$ cat config.mk
export PLATFORM = sky130hd
export DESIGN_NAME = sieve_event_sched
export DESIGN_NICKNAME = d
export VERILOG_FILES = /design/src/rtl/sieve_event_sched.sv
export SDC_FILE = /design/constraint.sdc
export NUM_CORES = 2
export LEC_CHECK = 0
export BUFFER_PORTS_ARGS = -buffer_cell sky130_fd_sc_hd__buf_2
export CORE_UTILIZATION = 40
export CTS_CLUSTER_SIZE = 28
export DETAILED_ROUTE_END_ITERATION = 10
export GPL_TIMING_DRIVEN = 0
export PLACE_DENSITY_LB_ADDON = 0.1
export SLEW_MARGIN = 20
export SYNTH_ARGS = -nofsm -noshare
export SYNTH_HDL_FRONTEND = slang
export SYNTH_SLANG_ARGS = --single-unit
$ cat constraint.sdc
create_clock -name clk -period 13.7 [get_ports clk]
set_clock_uncertainty 0.05 [all_clocks]
set_input_delay 2.74 -clock clk [delete_from_list [all_inputs] [get_ports clk]]
set_output_delay 2.74 -clock clk [all_outputs]
set_load 0.02 [all_outputs]
$ cat src/rtl/sieve_event_sched.sv
module sieve_event_sched #(
  parameter int S_LOG = 5,
  parameter int D_LOG = 6,
  parameter int PW    = 20,
  parameter int AW    = 32,
  parameter int WW    = 8,
  parameter int SLACK = 4
) (
  input  logic             clk,
  input  logic             rst_n,
  input  logic             run,
  input  logic             init_en,
  input  logic [D_LOG-1:0] init_slot,
  input  logic [PW-1:0]    init_p,
  input  logic [AW-1:0]    init_a,
  input  logic [WW-1:0]    init_w,
  output logic             out_valid,
  output logic [S_LOG-1:0] out_lane,
  output logic [WW-1:0]    out_w,
  output logic             overflow
);
  localparam int DEPTH = 1 << D_LOG;

  logic [DEPTH-1:0] vld;
  logic [PW-1:0]    mem_p [DEPTH];
  logic [AW-1:0]    mem_a [DEPTH];
  logic [WW-1:0]    mem_w [DEPTH];
  logic [D_LOG-1:0] rp;

  wire              cur_v  = run && vld[rp];
  wire [AW-1:0]     next_a = mem_a[rp] + AW'(mem_p[rp]);
  wire [D_LOG-1:0]  tgt    = next_a[S_LOG +: D_LOG];

  logic [D_LOG-1:0] cand [SLACK];
  logic [SLACK-1:0] busy;
  logic             found;
  logic [D_LOG-1:0] sel;

  for (genvar k = 0; k < SLACK; k++) begin : g_win
    assign cand[k] = tgt + D_LOG'(k);
    assign busy[k] = vld[cand[k]] || (cand[k] == rp);
  end

  always_comb begin
    found = 1'b0;
    sel   = tgt;
    for (int k = SLACK - 1; k >= 0; k--) begin
      if (!busy[k]) begin
        found = 1'b1;
        sel   = cand[k];
      end
    end
  end

  wire             wr_run  = cur_v && found;
  wire             wr_init = !run && init_en;
  wire             wr_en   = wr_run || wr_init;
  wire [D_LOG-1:0] wr_slot = run ? sel : init_slot;

  always_ff @(posedge clk) begin
    if (!rst_n) begin
      rp        <= '0;
      vld       <= '0;
      out_valid <= 1'b0;
      out_lane  <= '0;
      out_w     <= '0;
      overflow  <= 1'b0;
    end else begin
      out_valid <= cur_v;
      out_lane  <= mem_a[rp][S_LOG-1:0];
      out_w     <= mem_w[rp];
      if (run) begin
        rp <= rp + 1'b1;
        if (cur_v) begin
          vld[rp] <= 1'b0;
          if (found) vld[sel] <= 1'b1;
          else       overflow <= 1'b1;
        end
      end else if (init_en) begin
        vld[init_slot] <= 1'b1;
      end
    end
  end

  always_ff @(posedge clk) begin
    if (wr_en) begin
      mem_p[wr_slot] <= run ? mem_p[rp] : init_p;
      mem_a[wr_slot] <= run ? next_a    : init_a;
      mem_w[wr_slot] <= run ? mem_w[rp] : init_w;
    end
  end
endmodule

==> results by group <==
Yosys
  • Post-synthesis sequential area ratio: 0.713
  • Cell area after synthesis: between 80,000 and 90,000 µm²
  • Main synth FF type: edfxtp_1
  • Syn_nets: roughly 4,300
  • Syn Area/Cell: 19.9 µm²
  • Seq cells post-synth: 2,011
  • Number of library cell types mapped by synthesis: 99
  • Largest family of logic cells by synthesized area: multiplexers
  • Top-count cell post-synth: edfxtp_1
  • Ys async rst share: 0
  • Post-Synthesis Cells: around 4,200
  • Syn. warnings: 0
  • Post-synthesis mux area share: 0.188
  • Synth area leaders: edfxtp_1 69%, mux4_2 18%, dfxtp_1 2.2%
  • Compound-Gate Fraction of Synth Area: 0.0431
  • Synth Area in XOR/XNOR: 0.00504
  • Area share of the largest cell type after synthesis: 0.691
  • Area leader, netlist: edfxtp_1
  • Number of flops mapped to enable cells by yosys: 1,920
  • Top post-synthesis cells by count: 1,920 x edfxtp_1, 649 x mux4_2, 191 x nor2_1
  • Post-Synth Simple-Gate Area: 0.0342
  • Post-Synth Adder-Cell Area: 0.00249

Pwr
  • Clk pwr share: 0.332
  • Pwr/cell area: about 170 nW/µm²
  • Switching share of power: 0.307
  • Max VDD drop: ~0.15 mV
  • NetSw: between 5 and 6 mW
  • Leakage: ~30 nW
  • Gate power share: 0.227
  • P_int: 11.4 mW
  • Sequential share of power: 0.442

Outcome
  • Status: completed

Global route
  • Overall Global Routing Usage: 0.253
  • Largest net degree at the start of global routing: 65
  • Grt ovf: 0
  • Routing usage on met3: 0.0353
  • Initial antenna violation count: 8
  • Grt met1 use: 0.371
  • Met2 global-route usage: 0.392
  • Vias in the first global route: roughly 46,000
  • First-pass GRT wire length: around 370 mm
  • Busiest grt layer: met2

Timing
  • Final slew viol count: 0
  • Worst Max-Slew Pin Slew: approximately 1.2 ns
  • Final setup fails: 0
  • Max-slew headroom at the worst pin: 0.229
  • Hold Violations, Final: 0
  • Fin crit period: around 13 ns
  • Fmax: about 0.074 GHz
  • Min setup slack post-route: 0.248 ns
  • Final period util: 0.982

Place
  • Port Buf Inserts: 52
  • Placed wire-length estimate: 188 mm
  • Post-Place Setup Slack: -2.76 ns
  • Global placer's final weighted congestion: 0.937

Floorplan
  • Core Rows: between 150 and 200
  • Initial Utilization: 0.403
  • Total core area: 207,000 µm²
  • Vert. Die Dim: 459 µm
  • IO Count: 85
  • Die Wd: about 460 µm
  • Die area: 210,000 µm²

Critical path
  • Critical Path End Type: flip-flop
  • Critical path's most frequent cell: buf_4
  • CP peak stage delay: approximately 0.84 ns
  • Slowest cell on the critical path: a221oi_1
  • Max Fanout on Critical Path: 11
  • Data required, critical path: 14.22 ns
  • Arr. time, crit path: approximately 14 ns
  • Worst setup SP type: flip-flop
  • CP Class: reg2reg

Detailed routing
  • Post-route ant nets: 0
  • Initial DRT Pass Iterations: 5
  • # DRC: 0
  • Final Routed Wirelength: between 200 and 300 mm
  • Vias post-DR: ~46,000
  • WL/cell: between 30 and 40 µm
  • Vias/cell: 6.07
  • Initial DRC Count: between 5,000 and 6,000

Clocking
  • Clk slew on worst S/H paths: around 0.06 ns
  • Clk sinks: just over 2,000
  • H-tree levels: 4
  • Setup Fix Bufs, Post-CTS: 0
  • Worst-case clock buffer depth: 3
  • Root Buffer: clkbuf_16
  • Clk Latency, worst-skew pair: between 0.8 and 0.9 ns
  • CTS Buf Count: 209
  • CTS tree: yes

Finish
  • Layout cells sized above 1: 0.310
  • Final Core Density: 0.473
  • Layout Area Growth over Synthesis: 17.6%
  • Layout Nets: 4,774

Job
  • Max_cap viols: 0

Hold path
  • Hold Crit Class: reg2reg
## kinds of logic (layout without fill, tap and decap cells)
family	Yosys count	in the layout
buffers and inverters	289	958
other	0	5
DFF	2011	2011
adders and majority gates	16	16
muxes	751	751
AOI/OAI and AO/OA	512	512
and+or+nand+nor	576	576
xor gates and xnor gates	41	41
## power groups by stage
stage	logic, mW	registers (mW)	clock network, mW
after floorplan	2.09	7.35	0
after global placement	3.32	7.42	0
after detailed placement	3.61	7.37	0
after CTS	3.64	7.24	5.53
after global routing	3.87	7.25	5.76
final	3.71	7.24	5.44
## stage by stage
| stage | instance area, µm² | setup TNS [ns] | total power [mW] | cells | hold WS, ns |
|---|---|---|---|---|---|
| after floorplan | 83500 | 0 | 9.43 | 4196 | 0.434 |
| after CTS | 98100 | 0 | 16.4 | 7652 | 0.572 |
| after global placement | 87200 | - | 10.7 | 7036 | 0.563 |
| after global routing | 98100 | -0.00525 | 16.9 | 7654 | 0.623 |
| final | 98100 | 0 | 16.4 | 7658 | 0.594 |
| after detailed placement | 91300 | -3645.48 | 11.0 | 7268 | 0.561 |
## flip-flops by register name, indices dropped and copies added, names as in the netlist, named ones only
| name | count |
|---|---|
| out_w | 8 |
| out_lane | 5 |
| mem_w | 512 |
| rp | 6 |
| overflow | 1 |
| mem_a | 704 |
| out_valid | 1 |
| vld | 64 |
| mem_p | 704 |
## final timing paths
| path | startpoint | end | slack [ns] | cells past startpoint |
|---|---|---|---|---|
| max | flip-flop | mem_w[39][6]$_DFFE_PP_ | 0.25 | 36 |
| min | overflow$_SDFFE_PN0P_ | overflow$_SDFFE_PN0P_ | 0.59 | 2 |
| max reg2reg | flip-flop | mem_w[39][6]$_DFFE_PP_ | 0.25 | 36 |
| min reg2reg | overflow$_SDFFE_PN0P_ | overflow$_SDFFE_PN0P_ | 0.59 | 2 |
## cell type report
class / instances / area (µm²)
Tap cell: 2788 / 3490
Antenna cell: 5 / 12.5
Sequential cell: 2011 / 59500
Fill cell: 17400 / 109000
Clock inverter: 117 / 911
Inverter: 18 / 70.1
Timing Repair Buffer: 286 / 3710
Buffer: 266 / 1300
Multi-Input combinational cell: 1896 / 23600
Clock buffer: 271 / 5570
## critical path: cells and delay by family (launching register included)
kind                       cells  cell delay [ns]
AOI/OAI and AO/OA              4             1.98
xor gates and xnor gates       2             0.94
adders and majority gates      2             0.87
buffers and inverters         17             5.01
DFF                            1             0.46
muxes                          4             2.24
and+or+nand+nor                7             1.54
## what timing repair did
| item | in CTS | in global routing |
|---|---|---|
| endpoints found under the setup margin | 1984 | 577 |
| hold endpoints to repair | 0 | 0 |
| hold buffers | 0 | 0 |
| resized for setup | 75 | 85 |
## layer usage
metal	vias to the layer above	share of wire	wire length, µm
met1	25500	0.44	116000
met4	8	0.032	8420
met2	1841	0.47	124000
li1	18800	-	-
met5	-	0.00017	46
met3	359	0.063	16600
## cell usage in the layout (no fill, tap or decap), drive strengths merged, types with 8 or more instances in the layout
cell,n
nand2b,26
nor4b,9
mux2,38
nand2,114
a221oi,8
and3,13
o31ai,72
a31o,11
a21oi,83
nor4,9
ha,15
nor2b,17
a22oi,57
mux4,650
clkbuf,444
and2,27
nor2,192
or3,11
a31oi,25
mux2i,63
xnor2,31
dfxtp,91
o211ai,9
a211oi,33
nand3,63
xor2,8
nand4,16
bufinv,8
clkinv,101
inv,24
o221ai,13
o21ai,106
a32oi,10
edfxtp,1920
nor3,40
nand3b,11
buf,373
a311oi,8
No activity file was read; power rests on OpenSTA's default activity.
